--- src/rtl/l1_mesi_pkg.sv ---
package l1_mesi_pkg;
  typedef enum logic [1:0] {
    ST_I = 2'd0,
    ST_S = 2'd1,
    ST_E = 2'd2,
    ST_M = 2'd3
  } line_st_t;

  localparam logic [1:0] REQ_GETS = 2'd0;
  localparam logic [1:0] REQ_GETX = 2'd1;
  localparam logic [1:0] REQ_PUTX = 2'd2;

  localparam logic SNP_INV = 1'b0;
  localparam logic SNP_FWD = 1'b1;
endpackage

--- src/rtl/l1_line_array.sv ---
module l1_line_array
  import l1_mesi_pkg::*;
#(
  parameter int IDX_W  = 2,
  parameter int TAG_W  = 4,
  parameter int DATA_W = 16
) (
  input  logic              clk,
  input  logic              rst_n,
  // lookup port for the miss engine
  input  logic [IDX_W-1:0]  rd_idx,
  output logic [TAG_W-1:0]  rd_tag,
  output line_st_t          rd_st,
  output logic [DATA_W-1:0] rd_data,
  // lookup port for snoops
  input  logic [IDX_W-1:0]  sn_idx,
  output logic [TAG_W-1:0]  sn_tag,
  output line_st_t          sn_st,
  output logic [DATA_W-1:0] sn_data,
  // engine write port (wins on the same index)
  input  logic              fw_en,
  input  logic [IDX_W-1:0]  fw_idx,
  input  logic [TAG_W-1:0]  fw_tag,
  input  line_st_t          fw_st,
  input  logic              fw_data_en,
  input  logic [DATA_W-1:0] fw_data,
  // snoop state write port
  input  logic              sw_en,
  input  logic [IDX_W-1:0]  sw_idx,
  input  line_st_t          sw_st
);
  localparam int NLINES = 1 << IDX_W;

  logic [TAG_W-1:0]  tag_q  [NLINES];
  line_st_t          st_q   [NLINES];
  logic [DATA_W-1:0] data_q [NLINES];

  for (genvar g = 0; g < NLINES; g++) begin : g_line
    logic hit_f, hit_s;
    assign hit_f = fw_en && (fw_idx == IDX_W'(g));
    assign hit_s = sw_en && (sw_idx == IDX_W'(g));

    always_ff @(posedge clk) begin
      if (!rst_n) begin
        st_q[g]   <= ST_I;
        tag_q[g]  <= '0;
        data_q[g] <= '0;
      end else if (hit_f) begin
        st_q[g]  <= fw_st;
        tag_q[g] <= fw_tag;
        if (fw_data_en) data_q[g] <= fw_data;
      end else if (hit_s) begin
        st_q[g] <= sw_st;
      end
    end
  end

  assign rd_tag  = tag_q[rd_idx];
  assign rd_st   = st_q[rd_idx];
  assign rd_data = data_q[rd_idx];
  assign sn_tag  = tag_q[sn_idx];
  assign sn_st   = st_q[sn_idx];
  assign sn_data = data_q[sn_idx];
endmodule

--- src/rtl/l1_snoop_unit.sv ---
module l1_snoop_unit
  import l1_mesi_pkg::*;
#(
  parameter int TAG_W  = 4,
  parameter int DATA_W = 16
) (
  input  logic              clk,
  input  logic              rst_n,
  input  logic              snp_valid,
  input  logic              snp_type,
  input  logic [TAG_W-1:0]  snp_tag,
  input  logic [TAG_W-1:0]  line_tag,
  input  line_st_t          line_st,
  input  logic [DATA_W-1:0] line_data,
  output logic              upd_en,
  output line_st_t          upd_st,
  output logic              rsp_valid,
  output logic              rsp_has_data,
  output logic              rsp_dirty,
  output logic [DATA_W-1:0] rsp_data
);
  logic present, owner, supply;

  assign present = snp_valid && (line_st != ST_I) && (line_tag == snp_tag);
  assign owner   = (line_st == ST_M) || (line_st == ST_E);
  // invalidate returns data only for a dirty line; forward returns it for any owner
  assign supply  = present && ((snp_type == SNP_INV) ? (line_st == ST_M) : owner);

  always_comb begin
    upd_en = present && ((snp_type == SNP_INV) || owner);
    upd_st = (snp_type == SNP_INV) ? ST_I : ST_S;
  end

  always_ff @(posedge clk) begin
    if (!rst_n) begin
      rsp_valid    <= 1'b0;
      rsp_has_data <= 1'b0;
      rsp_dirty    <= 1'b0;
      rsp_data     <= '0;
    end else begin
      rsp_valid    <= snp_valid;
      rsp_has_data <= supply;
      rsp_dirty    <= supply && (line_st == ST_M);
      rsp_data     <= supply ? line_data : '0;
    end
  end
endmodule

--- src/rtl/l1_mesi_ctrl.sv ---
module l1_mesi_ctrl
  import l1_mesi_pkg::*;
#(
  parameter int IDX_W  = 2,
  parameter int TAG_W  = 4,
  parameter int DATA_W = 16
) (
  input  logic                   clk,
  input  logic                   rst_n,
  input  logic                   core_req_valid,
  output logic                   core_req_ready,
  input  logic                   core_req_write,
  input  logic [IDX_W+TAG_W-1:0] core_req_addr,
  input  logic [DATA_W-1:0]      core_req_wdata,
  output logic                   core_rsp_valid,
  output logic [DATA_W-1:0]      core_rsp_data,
  output logic                   l2_req_valid,
  input  logic                   l2_req_ready,
  output logic [1:0]             l2_req_type,
  output logic [IDX_W+TAG_W-1:0] l2_req_addr,
  output logic [DATA_W-1:0]      l2_req_data,
  input  logic                   l2_gnt_valid,
  input  logic                   l2_gnt_excl,
  input  logic [DATA_W-1:0]      l2_gnt_data,
  input  logic                   snp_valid,
  input  logic                   snp_type,
  input  logic [IDX_W+TAG_W-1:0] snp_addr,
  output logic                   snp_rsp_valid,
  output logic                   snp_rsp_has_data,
  output logic                   snp_rsp_dirty,
  output logic [DATA_W-1:0]      snp_rsp_data
);
  localparam int ADDR_W = IDX_W + TAG_W;

  typedef enum logic [1:0] {F_IDLE, F_EVICT, F_REQ, F_WAIT} fsm_t;

  fsm_t              fsm_q, fsm_d;
  logic              pend_wr_q, pend_wr_d;
  logic [ADDR_W-1:0] pend_addr_q, pend_addr_d;
  logic [DATA_W-1:0] pend_wdata_q, pend_wdata_d;
  logic [1:0]        pend_type_q, pend_type_d;
  logic              rsp_v_q, rsp_v_d;
  logic [DATA_W-1:0] rsp_data_q, rsp_data_d;

  logic [IDX_W-1:0]  rd_idx;
  logic [TAG_W-1:0]  rd_tag, sn_tag;
  line_st_t          rd_st, sn_st;
  logic [DATA_W-1:0] rd_data, sn_data;

  logic              fw_en, fw_data_en;
  logic [TAG_W-1:0]  fw_tag;
  line_st_t          fw_st;
  logic [DATA_W-1:0] fw_data;
  logic              sw_en;
  line_st_t          sw_st;

  logic [TAG_W-1:0]  core_tag;
  logic              accept, hit;

  assign core_req_ready = (fsm_q == F_IDLE) && !snp_valid;
  assign accept         = core_req_valid && core_req_ready;
  assign core_tag       = core_req_addr[ADDR_W-1:IDX_W];
  assign rd_idx         = (fsm_q == F_IDLE) ? core_req_addr[IDX_W-1:0]
                                            : pend_addr_q[IDX_W-1:0];
  assign hit            = (rd_st != ST_I) && (rd_tag == core_tag);

  l1_line_array #(.IDX_W(IDX_W), .TAG_W(TAG_W), .DATA_W(DATA_W)) array_i (
    .clk(clk), .rst_n(rst_n),
    .rd_idx(rd_idx), .rd_tag(rd_tag), .rd_st(rd_st), .rd_data(rd_data),
    .sn_idx(snp_addr[IDX_W-1:0]), .sn_tag(sn_tag), .sn_st(sn_st), .sn_data(sn_data),
    .fw_en(fw_en), .fw_idx(rd_idx), .fw_tag(fw_tag), .fw_st(fw_st),
    .fw_data_en(fw_data_en), .fw_data(fw_data),
    .sw_en(sw_en), .sw_idx(snp_addr[IDX_W-1:0]), .sw_st(sw_st)
  );

  l1_snoop_unit #(.TAG_W(TAG_W), .DATA_W(DATA_W)) snoop_i (
    .clk(clk), .rst_n(rst_n),
    .snp_valid(snp_valid), .snp_type(snp_type), .snp_tag(snp_addr[ADDR_W-1:IDX_W]),
    .line_tag(sn_tag), .line_st(sn_st), .line_data(sn_data),
    .upd_en(sw_en), .upd_st(sw_st),
    .rsp_valid(snp_rsp_valid), .rsp_has_data(snp_rsp_has_data),
    .rsp_dirty(snp_rsp_dirty), .rsp_data(snp_rsp_data)
  );

  always_comb begin
    fsm_d        = fsm_q;
    pend_wr_d    = pend_wr_q;
    pend_addr_d  = pend_addr_q;
    pend_wdata_d = pend_wdata_q;
    pend_type_d  = pend_type_q;
    rsp_v_d      = 1'b0;
    rsp_data_d   = rsp_data_q;
    fw_en        = 1'b0;
    fw_data_en   = 1'b0;
    fw_tag       = rd_tag;
    fw_st        = rd_st;
    fw_data      = core_req_wdata;
    l2_req_valid = 1'b0;
    l2_req_type  = REQ_GETS;
    l2_req_addr  = pend_addr_q;
    l2_req_data  = '0;
    case (fsm_q)
      F_IDLE: if (accept) begin
        pend_wr_d    = core_req_write;
        pend_addr_d  = core_req_addr;
        pend_wdata_d = core_req_wdata;
        if (hit && !core_req_write) begin
          rsp_v_d    = 1'b1;
          rsp_data_d = rd_data;
        end else if (hit && (rd_st == ST_M || rd_st == ST_E)) begin
          // local write: exclusive copy needs no permission
          fw_en      = 1'b1;
          fw_st      = ST_M;
          fw_data_en = 1'b1;
          rsp_v_d    = 1'b1;
          rsp_data_d = core_req_wdata;
        end else if (hit) begin
          pend_type_d = REQ_GETX;
          fsm_d       = F_REQ;
        end else begin
          pend_type_d = core_req_write ? REQ_GETX : REQ_GETS;
          if (rd_st == ST_M) begin
            fsm_d = F_EVICT;
          end else begin
            // clean victim dropped without a message
            fsm_d = F_REQ;
            fw_en = (rd_st != ST_I);
            fw_st = ST_I;
          end
        end
      end
      F_EVICT: begin
        l2_req_valid = 1'b1;
        l2_req_type  = REQ_PUTX;
        l2_req_addr  = {rd_tag, rd_idx};
        l2_req_data  = rd_data;
        if (l2_req_ready) begin
          fw_en = 1'b1;
          fw_st = ST_I;
          fsm_d = F_REQ;
        end
      end
      F_REQ: begin
        l2_req_valid = 1'b1;
        l2_req_type  = pend_type_q;
        if (l2_req_ready) fsm_d = F_WAIT;
      end
      F_WAIT: if (l2_gnt_valid) begin
        fw_en      = 1'b1;
        fw_tag     = pend_addr_q[ADDR_W-1:IDX_W];
        fw_data_en = 1'b1;
        fw_data    = pend_wr_q ? pend_wdata_q : l2_gnt_data;
        fw_st      = pend_wr_q ? ST_M : (l2_gnt_excl ? ST_E : ST_S);
        rsp_v_d    = 1'b1;
        rsp_data_d = fw_data;
        fsm_d      = F_IDLE;
      end
      default: fsm_d = F_IDLE;
    endcase
  end

  always_ff @(posedge clk) begin
    if (!rst_n) begin
      fsm_q        <= F_IDLE;
      pend_wr_q    <= 1'b0;
      pend_addr_q  <= '0;
      pend_wdata_q <= '0;
      pend_type_q  <= REQ_GETS;
      rsp_v_q      <= 1'b0;
      rsp_data_q   <= '0;
    end else begin
      fsm_q        <= fsm_d;
      pend_wr_q    <= pend_wr_d;
      pend_addr_q  <= pend_addr_d;
      pend_wdata_q <= pend_wdata_d;
      pend_type_q  <= pend_type_d;
      rsp_v_q      <= rsp_v_d;
      rsp_data_q   <= rsp_data_d;
    end
  end

  assign core_rsp_valid = rsp_v_q;
  assign core_rsp_data  = rsp_data_q;
endmodule

--- config.mk ---
export PLATFORM = sky130hd
export DESIGN_NAME = l1_mesi_ctrl
export DESIGN_NICKNAME = d
export VERILOG_FILES = /design/src/rtl/l1_mesi_pkg.sv /design/src/rtl/l1_line_array.sv /design/src/rtl/l1_snoop_unit.sv /design/src/rtl/l1_mesi_ctrl.sv
export SDC_FILE = /design/constraint.sdc
export NUM_CORES = 1
export LEC_CHECK = 0
export BUFFER_PORTS_ARGS = -buffer_cell sky130_fd_sc_hd__buf_2
export CORE_ASPECT_RATIO = 0.8
export CORE_MARGIN = 2
export CORE_UTILIZATION = 45
export CTS_CLUSTER_DIAMETER = 150
export DETAILED_ROUTE_END_ITERATION = 16
export GPL_ROUTABILITY_DRIVEN = 0
export HOLD_SLACK_MARGIN = 0.15
export PLACE_DENSITY = 0.7
export SLEW_MARGIN = 30
export SYNTH_ARGS = -nofsm -noshare
export SYNTH_HDL_FRONTEND = slang
export SYNTH_HIERARCHICAL = 1
export SYNTH_SLANG_ARGS = --single-unit
--- constraint.sdc ---
create_clock -name clk -period 12.4 [get_ports clk]
set_clock_uncertainty 0.15 [all_clocks]
set_input_delay 0.62 -clock clk [delete_from_list [all_inputs] [get_ports clk]]
set_output_delay 0.62 -clock clk [all_outputs]
set_load 0.1 [all_outputs]
==> Word level (Yosys, flattened, before mapping) <==
Memory sizes are Yosys's and may differ from the RTL's. A register that Yosys moved wholly into a read port is not among the register bits.
Index checks and enable logic that the tools add are counted.
{ "totals": {"n_memories": 3, "wordCells": 201, "ram_bits": 88, "inputBits": 53, "ff_bits": 47} }
{ "classes": {"muxes": 111, "n_bitwise": 19, "reduce_logical": 36, "n_eq_ne": 22} }
{ "mem_list": {"columns": ["name", "words", "width", "rd", "rd_ports_with_merged_regs", "write_ports", "line", "rtl"], "rows": [
  ["array_i.data_q", 4, 16, 2, 1, 4, "l1_line_array.sv:36", "logic [DATA_W-1:0] data_q [NLINES];"],
  ["array_i.tag_q", 4, 4, 2, 0, 4, "l1_line_array.sv:34", "logic [TAG_W-1:0] tag_q [NLINES];"],
  ["array_i.st_q", 4, 2, 2, 0, 4, "l1_line_array.sv:35", "line_st_t st_q [NLINES];"]
]} }
{ "op_table": {"columns": ["op", "n"], "rows": [
  ["two-way mux 16 bit", 12],
  ["two-way mux 1 bit", 59],
  ["two-way mux 2 bit", 26],
  ["one-hot mux 16 bit (2 select lines)", 1],
  ["two-way mux 4 bit", 6],
  ["== test 2 bit (second input constant)", 10],
  ["logical AND 1 bit", 18],
  ["OR 1 bit", 16],
  ["inequality test 2 bit (second input constant)", 6],
  ["== test 4 bit", 2],
  ["one-hot mux 2 bit (4 select lines)", 1],
  ["AND reduction 4 bit", 2],
  ["== test 2 x 1 -> 1 bit (second input constant)", 3],
  ["zero test 2 bit", 3],
  ["two-way mux 6 bit", 1],
  ["one-hot mux 2 bit (3 select lines)", 1],
  ["AND reduction 6 bit", 1],
  ["nonzero test 2 bit", 3],
  ["one-hot mux 1 bit (2 select lines)", 2],
  ["one-hot mux 2 bit (2 select lines)", 1],
  ["AND reduction 2 bit", 2],
  ["zero test 1 bit", 3],
  ["logical OR 1 bit", 3],
  ["inequality test 3 x 1 -> 1 bit (second input constant)", 1],
  ["3 further kinds", 5]
]} }

==> Depth between registers and ports, before layout <==
Gate-level depths: netlist (run 1).
An unclocked memory read counts as a cell.
{ "logic_depth": {"ltp_word": 16, "depth_mapped": 16, "ltp_nobuf": 13} }

==> Hierarchy <==
The synthesis (run 1) kept the hierarchy.
{ "by_module_without_submodules": {"columns": ["mod", "n_inst", "seq_area_each_um2", "area_each_um2", "cells_each"], "rows": [
  ["l1_line_array", 1, 2642.5, 4484.3, 270],
  ["l1_mesi_ctrl", 1, 860.8, 2925.3, 367],
  ["l1_snoop_unit", 1, 380.4, 732.0, 73]
]} }

==> Worst setup path after synthesis (run 1) <==
OpenSTA, ideal clock, no wires.
{ "synth_timing": {"path_type": "register to register", "start": "reg fsm_q[0]", "end": "mem array_i.data_q[0][0] (enable)", "arrival_time_ns": 4.270, "required_ns": 11.862, "stages_incl_launch_ff": 14, "slack_ns": 7.591, "synth_period_minus_slack_ns": 4.809, "setup_ns": 0.388, "path_buffers": 2, "path_cell_list": "dfxtp_1 inv_1 ha_1 buf_2 mux2_2 buf_4 mux4_2 xor2_1 nor3_1 nand2_1 o31a_1 a31oi_1 a31oi_1 nor2_1"} }
{ "synth_rtl": {"columns": ["element", "line", "rtl"], "rows": [
  ["from (decl)", "l1_mesi_ctrl.sv:37", "fsm_t fsm_q, fsm_d;"],
  ["from (signal assigned)", "l1_mesi_ctrl.sv:172", "fsm_q <= fsm_d;"],
  ["to (decl)", "l1_line_array.sv:36", null]
]} }

==> results of run 1 <==
## registers in the layout, summed over array words and instances (netlist names)
name                  count
snoop_i/rsp_data         16
snoop_i/rsp_valid         1
core_rsp_valid            1
fsm_q                     2
snoop_i/rsp_dirty         1
array_i/data_q           64
array_i/st_q              8
pend_type_q               1
pend_wdata_q             16
pend_addr_q               6
pend_wr_q                 1
snoop_i/rsp_has_data      1
array_i/tag_q            16
core_rsp_data            16
## how the worst max path moves through the flow
stage,end,cells after the start
floorplan,array_i/data_q[0][0]$_SDFFCE_PN0P_,13
global placement,array_i/data_q[0][10]$_SDFFCE_PN0P_,12
detailed placement,array_i/data_q[0][10]$_SDFFCE_PN0P_,12
CTS,array_i/data_q[0][1]$_SDFFCE_PN0P_,12
global route,array_i/data_q[0][8]$_SDFFCE_PN0P_,12
finish,array_i/data_q[0][0]$_SDFFCE_PN0P_,12
## layout make-up
type                       count  area share [%]
sequential                   150            41.4
clock buffer                  19            4.61
clock inverter                13            1.65
timing repair buffer         122            6.80
tap                          225            3.00
multi-input combinational    489            41.4
inverter                      29            1.16
## where the power goes
group / leakage (nW) / internal, mW / switching, mW
logic: 1.97 / 0.218 / 0.612
registers: 1.38 / 0.581 / 0.0329
clock network: 0.283 / 0.315 / 0.206
## metrics by stage
step,util [%],power [mW],hold slack (ps)
3_3_place_gp,50.0,1.44,300
4_1_cts,53.5,1.96,295
3_5_place_dp,50.1,1.44,300
2_1_floorplan,-,1.28,293
5_1_grt,53.5,2.04,307
6_report,53.5,1.96,308
## cell usage in the layout, fill, tap and decap left out, drive strengths merged, types with 2 or more instances in the layout
cell | netlist | final
a32o | 24 | 24
clkinv | 0 | 6
nor3 | 27 | 27
nor2b | 3 | 3
a21oi | 4 | 4
a31oi | 6 | 6
nand3b | 2 | 2
nand2b | 6 | 6
mux2 | 12 | 12
nand2 | 92 | 92
o31a | 2 | 2
xnor2 | 6 | 6
and3b | 2 | 2
a211o | 2 | 2
o22ai | 2 | 2
and3 | 2 | 2
bufinv | 0 | 3
o21ai | 23 | 23
xor2 | 3 | 3
mux2i | 32 | 32
clkbuf | 23 | 19
and2 | 99 | 99
clkinvlp | 0 | 2
edfxtp | 88 | 88
a21boi | 24 | 24
nand3 | 3 | 3
ha | 8 | 8
buf | 18 | 122
inv | 29 | 31
nor2 | 49 | 49
mux4 | 44 | 44
dfxtp | 62 | 62
## critical path, stage by stage (launching register included)
cell,delay [ps]
dfxtp_1,380
inv_1,90
ha_1,340
mux2_2,280
buf_4,460
mux4_2,620
xor2_1,170
nor3_1,450
nand2_1,180
o31a_1,350
a31oi_1,590
a31oi_1,330
nor2_2,700
## metal layers
layer	vias to the layer above	wire length (um)	GRT usage, %
met3	24	1800	4.52
met4	0	299	7.03
li1	2757	-	-
met2	262	8820	30.7
met5	-	0	0
met1	2929	10100	35.5
## kinds of logic after synthesis
group           count (synthesis)  share of synthesized area (%)
other cells                     1                         0.0461
fa+ha+maj                       8                           1.23
xor+xnor                        9                          0.968
compound gates                 94                           8.70
simple gates                  289                           18.9
flops                         150                           47.7
buf+inv                        71                           4.67
mux                            88                           17.8
==> results by stage, run 1 <==
Setup path:
- The endpoint class of the critical path is a flop.
- The type of the setup path with the least slack is flop to flop.
- Across all register-to-register paths, the minimum setup slack is 6930 ps.
- The arrival time at the worst endpoint is 5380 ps.
- The number of cell instances on the worst register-to-register path is 12.
- The launching element type of the critical path is a flop.
- The endpoint required time on the critical path is 12300 ps.
- The beginning of the critical path is fsm_q[0]$_SDFFE_PN0P_.
- In this run the worst path has a maximum fanout of 31.
- The startpoint identified for the worst register-to-register timing path is fsm_q[0]$_SDFFE_PN0P_.
- The worst flop-to-flop path endpoint is array_i/data_q[0][0]$_SDFFCE_PN0P_.

Yosys:
- Counting instances in the post-synthesis netlist gives the leading cell types as and2_1 (99), nand2_1 (92), edfxtp_1 (88), dfxtp_1 (62), nor2_1 (46).
- In this run, synthesis produced a sequential element count of 150.
- After synthesis, flip-flops and latches occupy 47.7% of the total area.
- The top cell type by area accounts for 32.5% of the synthesized area.
- The area of the mapped netlist is 8140 sq um.
- The number of warnings printed during yosys synthesis is 6.
- For this run, the leading register cell type out of synthesis is edfxtp_1.
- In this run the mean area of a mapped cell was 11.5 sq um.
- Counting distinct cell types in the post-synthesis netlist gives 54.
- Counting flops with a built-in enable in the synthesized netlist gives 88.
- Among all cell types in the netlist, the one instantiated most often is and2_1.
- After synthesis, the cell types taking the most area are edfxtp_1 (32%), dfxtp_1 (15%), mux4_2 (12%).
- The leading area contributor after synthesis is edfxtp_1.
- The net count of the mapped netlist is 771.
- Synthesis produced 710 cells.
- For this run, asynchronously set or reset flops after synthesis account for 0%.

Finish:
- Excluding fillers, the count of instances in the completed layout stands at 1047.
- The number of antenna diodes in the final layout is 0.
- The footprint of the flip-flops and latches is 3880 sq um.
- The count of filler cells inserted in the layout is 1505.
- After routing the design area is 9390 sq um.
- The final-stage net count is 870.
- Cells with a size suffix above 1 make up 28.5% of the layout.
- The footprint of the multi-input gates is 3880 sq um.
- Relative to the synthesized area, the layout overhead comes to 15.3%.

Timing:
- Setup repair after global routing left no endpoint under its margin.
- In this run the tightest slew margin relative to its limit is 39.7%.
- The final max-slew violation count is 0.
- The portion of the clock cycle consumed by the worst path in the final layout is 44.2%.
- Setup violations remaining at the end of the flow were counted as 0.
- The least setup slack across all paths after layout is 6930 ps.
- At the pin with the least slew margin, the transition time is 895 ps.
- The final critical path time including I/O delays and setup is 5470 ps.
- The count of final hold-check violations came to 0.
- The total negative setup slack is 0 ps.
- The fmax is 183 MHz.

GRT:
- The global-route wire length before repair is 32.8 mm.
- Global routing finished with a remaining overflow of 0.
- The largest net degree at the start of global routing is 51.
- The initial antenna violation count was 0.
- The overall track demand over capacity in global routing is 22.4%.
- The via count of the first global-routing pass is 5603.

Hold path:
- Along the worst hold path, the cell count comes to 3.
- The startpoint of the worst hold path is core_req_addr[1].
- The path category of the worst min-delay check is input pin to flop.
- The worst hold path terminates at pend_addr_q[1]$_SDFFE_PN0P_.

Clock tree:
- Counting every sink on the clock net gives 150.
- Clock tree synthesis inserted a total of 17 buffers.
- The number of levels the H-tree was split into is 4.
- The largest buffer count on any clock path is 2.
- The total of hold buffers inserted after clock tree synthesis is 0.
- The clock edge transition at the registers on the reported setup and hold paths is 60 ps.
- The TritonCTS clock tree is built.
- Clock latency on the worst-skew pair, taken at its later pin, is 430 ps.
- Post-CTS timing repair inserted 0 buffers for setup.
- The post-cts gate resize count is 0.
- The clock tree root buffer cell is clkbuf_16.

Place:
- Counting tap cells, the placed design contains a total of 1015 instances.
- Timing analysis after detailed placement gives a worst setup slack of 7000 ps.
- After legalization and detailed placement, the total HPWL measured 15.0 mm.
- After detailed placement, the total cell area comes to 8790 sq um.
- In this run the tool buffered the top-level ports with 114 buffer cells.

Die:
- Measured along the y axis, the die boundary spans 124 um.
- The number of cell rows is 43.
- The width of the chip is 154 um.
- The effective utilization at floorplan is 46.4%.
- The core region is 17500 sq um.
- The die covers 19200 sq um.
- 115 I/O pins were placed.

Routing:
- In the final routed layout, each cell accounts on average for 20.1 um.
- The number of nets still failing antenna checks after routing is 0.
- Using the TritonRoute via totals, the vias-per-cell ratio works out to 5.70.
- The number of design rule violations left after detail routing is 0.
- The DRC violation total after the first TritonRoute iteration is 555.
- For this block, the routed nets add up to 21.1 mm of wire.
- The number of vias in the routed layout is 5972.
- The first TritonRoute pass finished after 5 iterations.

Pwr:
- The largest vdd supply drop is 0.116 mV.
- The analysis attributes to cell leakage a power of 3.63 nW.
- For this design the ratio of total power to cell area is 209 nW/um^2.

Run:
- The tool flagged a number of max-cap violations equal to 0.

Outcome:
- The run finished with clean final reports.
Power figures use the tool's default switching activity.
==> run 2, diff against run 1 <==
--- a/config.mk
+++ b/config.mk
@@ -13,7 +13,7 @@
 export DETAILED_ROUTE_END_ITERATION = 16
 export GPL_ROUTABILITY_DRIVEN = 0
 export HOLD_SLACK_MARGIN = 0.15
-export PLACE_DENSITY = 0.7
+export PLACE_DENSITY = 0.73
 export SLEW_MARGIN = 30
 export SYNTH_ARGS = -nofsm -noshare
 export SYNTH_HDL_FRONTEND = slang
==> constraint.sdc (replaced) <==
create_clock -name clk -period 4.61 [get_ports clk]
set_clock_uncertainty 0.15 [all_clocks]
set_input_delay 0.2305 -clock clk [delete_from_list [all_inputs] [get_ports clk]]
set_output_delay 0.2305 -clock clk [all_outputs]
set_load 0.1 [all_outputs]
==> run 2 against run 1 <==
Clock-buffer cell count grew 1; non-clock buffer count grew 56; first-iteration DRC count grew 13%; critical path depth is the same; die area is the same; sequential share of layout area shrank 2.0 points; clock power grew 150%; worst hold slack lost 68 ps; critical path type unchanged.
==> results by stage, run 2 (same netlist as run 1, synthesis figures left out) <==
Finish:
- The count of filler cells inserted in the layout is 1423 (-5.4%).
- The register with the most flip-flops is array_i/data_q.
- The footprint of the multi-input gates was 3880 sq um (about the same).
- The share of layout cells above drive strength 1 is 27.3% (-1.1 points).
- The final-stage net count is 926 (+6.4%).
- The footprint of the flip-flops and latches was 3880 sq um (unchanged).
- The library cell used most frequently in the layout, excluding fill and tap cells, is buf_2.
- The number of diodes added for antenna fixing is 0 (unchanged).
- The final design utilization is 56.2% (+2.7 points).
- The synthesis-to-layout area growth is 21.1%.
- The top cell types in the final layout, fill and taps aside, are buf_2 (114), and2_1 (99), nand2_1 (92), edfxtp_1 (88), dfxtp_1 (61).
- The flip-flop count of the largest register, all copies and words added is 64 (unchanged).
- The finished layout cell area is 9860 sq um (+5.1%).

Pwr:
- The register share of total power was 31.5% (+0.3 points).
- The power density over the cells came to 530 nW/um^2 (+150%).
- The net switching share of the total power is 43.8% (+0.56 points).
- The total power after layout is 5.23 mW (+170%).
- The largest vdd supply drop came to 0.324 mV (+180%).
- The proportion of power drawn by combinational gates was 43.7% (+1.5 points).
- The leakage power is 3.85 nW (+6.1%).
- The switching component of the power came to 2.29 mW (+170%).
- The clock share of power came to 24.8% (-1.7 points).
- The internal power consumption is 2.93 mW (+160%).

Setup path:
- The type of the setup path with the least slack is flop to flop.
- The worst setup path is captured at a flop.
- In this run the worst setup path begins at fsm_q[0]$_SDFFE_PN0P_.
- The endpoint required time on the critical path is 4630 ps (-7670 ps).
- The arrival time at the worst endpoint is 4190 ps (-1190 ps).
- The worst flop-to-flop path startpoint is fsm_q[0]$_SDFFE_PN0P_.
- The number of cell instances on the worst register-to-register path is 12 (unchanged).
- The largest driver fanout on the critical path came to 7 (-77%).
- STA classifies the critical path startpoint as a flop.

Clock tree:
- The number of buffers added for setup after CTS is 0 (unchanged).
- The clock tree root buffer cell is clkbuf_16.
- The post-cts gate resize count is 0 (unchanged).
- The clock sink count is 150 (unchanged).
- TritonCTS built the clock tree.
- The clock edge transition at the registers on the reported setup and hold paths is 60 ps (about the same).
- The number of levels the H-tree was split into is 4 (unchanged).
- The clock buffer count from CTS is 17 (unchanged).
- The insertion delay of the later-clocked pin in the worst-skew pair is 420 ps (about the same).
- The largest buffer count on any clock path is 2 (unchanged).

Place:
- The instance area after placement was 8860 sq um (+0.74%).
- The count of buffers inserted at the top-level ports is 114 (unchanged).
- The post-detailed-placement half-perimeter wirelength came to 14.6 mm (-3.2%).

Die:
- The full die area is 19200 sq um (unchanged).
- The effective utilization at floorplan is 46.4% (unchanged).
- The width of the chip is 154 um (unchanged).
- The number of cell rows came to 43 (unchanged).
- The vertical extent of the die is 124 um (unchanged).
- The number of top-level design ports is 115 (unchanged).
- The core outline area is 17500 sq um (unchanged).

GRT:
- The via count of the first global-routing pass is 5967 (+6.5%).
- The initial antenna violation count is 0 (unchanged).
- The largest net degree at the start of global routing is 51 (unchanged).
- The global-route wire length before repair was 33.5 mm (+2.0%).
- The total overflow reported by the global router is 0 (unchanged).
- The overall track demand over capacity in global routing is 22.6% (+0.18 points).

Timing:
- The final critical path time including I/O delays and setup is 4170 ps (-1310 ps).
- The portion of the clock cycle consumed by the worst path in the final layout is 90.4% (+46 points).
- The worst-case hold slack was 240 ps (-67.7 ps).
- The number of failing setup endpoints in the final timing report is 0 (unchanged).
- The actual slew at the worst max-slew pin is 766 ps (-130 ps).
- The headroom to the max-slew limit is 48.4% (+8.7 points).
- The fmax is 240 MHz (+31%).
- Setup repair after global routing left no endpoint under its margin.
- The count of final hold-check violations is 0 (unchanged).
- The final max-slew violation count was 0 (unchanged).

Routing:
- The number of vias in the routed layout is 6189 (+3.6%).
- The DRC violation total after the first TritonRoute iteration is 627 (+13%).
- The total wire length is 21.5 mm (+2.2%).
- The number of nets still failing antenna checks after routing is 0 (unchanged).
- The post-detailed-route wirelength per cell came to 19.5 um (-3.0%).
- The number of iterations in the first detailed-routing pass is 5 (unchanged).
- The number of vias per cell after detailed routing was 5.61 (-1.6%).
- The number of design rule violations left after detail routing was 0 (unchanged).

Run:
- The count of max-cap constraint violations is 0 (unchanged).

Outcome:
- The run finished with clean final reports.

Hold path:
- The path category of the worst min-delay check is input pin to flop.
- The cell count of the worst hold path is 2 (-1).
- The worst hold path begins at rst_n.
[run 2: area by class of cell]
type / count / share of cell area (%)
sequential: 150 / 39.4
multi-input combinational: 489 / 39.3
timing repair buffer: 178 / 11.8
clock buffer: 20 / 4.43
tap: 225 / 2.85
inverter: 29 / 1.10
clock inverter: 12 / 1.07
[run 2: metrics by stage]
stage / TNS, ps / instances / setup WS, ps
after floorplan: -12570 / 710 / -199
after global placement: 0 / 1025 / 542
after detailed placement: 0 / 1025 / 529
after CTS: 0 / 1103 / 451
after global routing: 0 / 1103 / 159
final: 0 / 1103 / 443
[run 2: worst paths after layout]
check | to | slack (ps)
max | array_i/st_q[3][0]$_DFFE_PP_ | 440
min | pend_addr_q[3]$_SDFFE_PN0P_ | 240
max reg2reg | array_i/st_q[3][0]$_DFFE_PP_ | 440
min reg2reg | core_rsp_data[4]$_SDFFE_PN0P_ | 310
[run 2: power by group through the flow]
stage | Combinational, mW | Clock (mW) | Sequential [mW]
finish | 2.28 | 1.29 | 1.65
global route | 2.41 | 1.35 | 1.66
CTS | 2.26 | 1.31 | 1.64
detailed placement | 2.23 | 0 | 1.67
global placement | 2.23 | 0 | 1.67
floorplan | 1.47 | 0 | 1.98
[run 2: critical path, cell delays in order (launching register included)]
cell and delay (ps):
dfxtp_1 400, inv_1 90, ha_1 220, mux2_2 380
mux4_2 580, inv_1 110, ha_1 170, nor3_1 50
buf_4 150, a211o_1 250, a2111oi_0 640, o21ai_0 410
a32o_1 310
[run 2: repair_timing]
item | 4_1_cts | 5_1_grt
setup endpoints to repair | 0 | 0
hold buffers | 46 | 0
endpoints found under the hold margin | 47 | 0
[run 2: layer usage]
metal  wire length (um)  share of wire, %  track usage [%]
met5                  0                 0                0
met4                279               1.3             5.12
met3               2060               9.6             4.91
met2               9380                44             33.3
met1               9810                46             34.3
==> run 3, diff against run 2 <==
--- a/config.mk
+++ b/config.mk
@@ -13,7 +13,8 @@
 export DETAILED_ROUTE_END_ITERATION = 16
 export GPL_ROUTABILITY_DRIVEN = 0
 export HOLD_SLACK_MARGIN = 0.15
-export PLACE_DENSITY = 0.73
+export MAX_ROUTING_LAYER = met4
+export PLACE_DENSITY = 0.7
 export SLEW_MARGIN = 30
 export SYNTH_ARGS = -nofsm -noshare
 export SYNTH_HDL_FRONTEND = slang
==> constraint.sdc (replaced) <==
create_clock -name clk -period 4 [get_ports clk]
set_clock_uncertainty 0.15 [all_clocks]
set_input_delay 0.2 -clock clk [delete_from_list [all_inputs] [get_ports clk]]
set_output_delay 0.2 -clock clk [all_outputs]
set_load 0.1 [all_outputs]
==> run 3 against run 2 <==
Setup slack worse by 230 ps; final cell count grew 1.0%; sequential cell count stayed put; total power is 19% higher; global-route usage is 1.5 points higher; register-to-register slack worse by 230 ps; critical endpoint is now array_i/data_q[3][2]$_SDFFCE_PN0P_; utilization is 1.5 points higher; design area increased by 2.8%; via count up 0.55%; highest routed layer unchanged.
==> results by stage, run 3 (same netlist as run 1, synthesis figures left out) <==
Pwr:
- The proportion of power drawn by combinational gates was 45.1% (+1.4 points).
- The power density over the cells is 613 nW/um^2 (+16%).
- The register share of total power came to 30.8% (-0.7 points).
- The clock share of power is 24.1% (-0.7 points).
- The internal power consumption is 3.47 mW (+18%).
- The switching component of the power is 2.75 mW (+20%).
- The net switching share of the total power was 44.2% (+0.36 points).
- The largest vdd supply drop was 0.483 mV (+49%).
- The leakage power was 3.94 nW (+2.5%).

Die:
- The effective utilization at floorplan came to 46.4% (unchanged).
- The number of top-level design ports came to 115 (unchanged).
- The width of the chip is 154 um (unchanged).
- The full die area is 19200 sq um (unchanged).
- The vertical extent of the die is 124 um (unchanged).
- The number of cell rows is 43 (unchanged).
- The core outline area is 17500 sq um (unchanged).

Setup path:
- The worst register-to-register path begins at fsm_q[0]$_SDFFE_PN0P_.
- The largest incremental delay on the critical path is 500 ps (-140 ps).
- Walking the worst path, the cells encountered are inv_1 -> ha_1 -> mux2_4 -> mux4_2 -> xnor2_1 -> and2_1 -> nand2_1 -> o31a_1 -> a31oi_4 -> buf_12 -> a31oi_2 -> nor2_4 -> buf_12.
- Among all stages on the critical path, the largest delay is contributed by mux4_2.
- The endpoint class of the critical path is a flop.
- The largest driver fanout on the critical path came to 16 (+9).
- The number of buffers and inverters on the critical path came to 3 (unchanged).
- The launching element type of the critical path is a flop.
- The type of the setup path with the least slack is flop to flop.
- The beginning of the critical path is fsm_q[0]$_SDFFE_PN0P_.
- The arrival time at the worst endpoint is 3760 ps (-430 ps).
- The worst-case register-to-register setup slack was 220 ps (-230 ps).
- In this design, the largest share of critical-path delay is due to multiplexers.
- The endpoint required time on the critical path is 3980 ps (-650 ps).
- In this design, the critical path's most frequently occurring cell is buf_12.

Clock tree:
- The clock edge transition at the registers on the reported setup and hold paths is 60 ps (about the same).
- Clock tree synthesis selected as its root buffer the cell clkbuf_16.
- The insertion delay of the later-clocked pin in the worst-skew pair was 420 ps (about the same).
- The clock buffer count from CTS came to 17 (unchanged).
- The number of levels the H-tree was split into was 4 (unchanged).
- The largest buffer count on any clock path was 2 (unchanged).
- The clock sink count is 150 (unchanged).
- TritonCTS built the clock tree.

Timing:
- The worst-case hold slack is 182 ps (-58.8 ps).
- Setup repair after global routing left no endpoint under its margin.
- The count of final hold-check violations came to 0 (unchanged).
- The actual slew at the worst max-slew pin is 954 ps (+188 ps).
- The final max-slew violation count was 0 (unchanged).
- The total negative setup slack is 0 ps (unchanged).
- The number of failing setup endpoints in the final timing report is 0 (unchanged).
- The headroom to the max-slew limit is 36.4% (-12 points).
- The final critical path time including I/O delays and setup is 3780 ps (-383 ps).
- The portion of the clock cycle consumed by the worst path in the final layout came to 94.6% (+4.2 points).
- The fmax came to 264 MHz (+10%).

Routing:
- The DRC violation total after the first TritonRoute iteration is 539 (-14%).
- The total wire length was 21.9 mm (+1.8%).
- The number of iterations in the first detailed-routing pass came to 5 (unchanged).
- The number of vias per cell after detailed routing is 5.59 (-0.44%).
- The number of vias in the routed layout is 6223 (+0.55%).
- The post-detailed-route wirelength per cell is 19.7 um (+0.76%).
- The number of design rule violations left after detail routing is 0 (unchanged).
- The number of nets still failing antenna checks after routing came to 0 (unchanged).

GRT:
- The total overflow reported by the global router was 0 (unchanged).
- The global-route wire length before repair is 34.4 mm (+2.9%).
- The largest net degree at the start of global routing is 50 (-2.0%).
- The overall track demand over capacity in global routing was 24.1% (+1.5 points).
- The initial antenna violation count was 1 (+1).
- The via count of the first global-routing pass is 5950 (-0.28%).

Finish:
- The share of layout cells above drive strength 1 is 29.7% (+2.4 points).
- The final-stage net count is 937 (+1.2%).
- The library cell used most frequently in the layout, excluding fill and tap cells, is buf_2.
- Relative to the synthesized area, the layout overhead comes to 24.5%.
- Counting flops per register, the top entry is array_i/data_q.
- The number of diodes added for antenna fixing came to 0 (unchanged).
- The top cell types in the final layout, fill and taps aside, are buf_2 (114), and2_1 (99), nand2_1 (91), edfxtp_1 (88), dfxtp_1 (61).
- The flip-flop count of the largest register, all copies and words added is 64 (unchanged).
- The count of filler cells inserted in the layout came to 1453 (+2.1%).

Place:
- The post-detailed-placement half-perimeter wirelength is 15.6 mm (+7.1%).
- The count of buffers inserted at the top-level ports is 114 (unchanged).

Hold path:
- The tightest min-delay check is of the input pin to flop type.
- The startpoint of the worst hold path is rst_n.

Run:
- The count of max-cap constraint violations is 0 (unchanged).

Outcome:
- The flow ran to the end, and the final reports show no timing, DRC or antenna violations.
run 3: changes by cell type in the layout (fill, tap and decap cells not counted), moves of 2 or more:
cell | before | now
clkinv_1 | 3 | 1
clkinv_2 | 1 | 4
buf_12 | 0 | 5
a31oi_1 | 6 | 1
nor2_4 | 0 | 6
a31oi_2 | 0 | 3
dlygate4sd3_1 | 46 | 50
buf_4 | 18 | 20
nor2_1 | 46 | 39
a31oi_4 | 0 | 2
run 3: power groups by stage:
stage | Combinational (mW) | Clock [mW] | Sequential, mW
floorplan | 1.74 | 0 | 2.28
global placement | 2.66 | 0 | 1.93
detailed placement | 2.67 | 0 | 1.94
CTS | 2.72 | 1.51 | 1.91
global route | 2.95 | 1.57 | 1.92
finish | 2.80 | 1.50 | 1.91
run 3: layout make-up:
type / instances / area (sq um) / share of cell area (%)
Multi-Input combinational cell: 489 / 4000 / 39.4
Sequential cell: 150 / 3880 / 38.3
Timing Repair Buffer: 189 / 1320 / 13.0
Clock buffer: 19 / 433 / 4.27
Tap cell: 225 / 282 / 2.78
Clock inverter: 13 / 109 / 1.07
Inverter: 29 / 109 / 1.07
run 3: per-stage QoR:
step                      util, %  instance area [sq um]  setup slack, ps  cells  power, mW
after global routing         57.8                  10100             14.7   1114       6.44
after floorplan                 -                   8220             1.23    710       4.02
after global placement       51.3                   8990              186   1029       4.59
after detailed placement     51.3                   8990             85.0   1029       4.60
after CTS                    57.2                  10000             52.0   1111       6.14
final                        57.8                  10100              216   1114       6.21
run 3: per-layer routing:
metal  global-route usage, %  part of all wire, %  wire, um  vias to the layer above
li1                        -                    -         -                     2892
met5                       -                    0         0                        -
met2                    30.6                   40      8710                      339
met1                    38.4                   48     10600                     2976
met4                    4.25                 0.78       171                        0
met3                    6.72                   11      2450                       16
run 3: repair_timing:
action	CTS	global route
setup endpoints to repair	0	152
hold buffers	50	0
endpoints found under the hold margin	48	0
setup buffers	0	3
gates resized for setup	0	9
run 3: path summary, 6_finish.rpt:
path	endpoint	depth (start not counted)
setup / recovery	array_i/data_q[3][2]$_SDFFCE_PN0P_	13
hold / removal	pend_addr_q[1]$_SDFFE_PN0P_	3
setup reg to reg	array_i/data_q[3][2]$_SDFFCE_PN0P_	13
hold reg to reg	pend_wdata_q[14]$_SDFFE_PN0P_	2
run 3: tightest hold or removal path: stages:
cell      delay, ps
buf_2           100
buf_4           240
a21boi_0        170
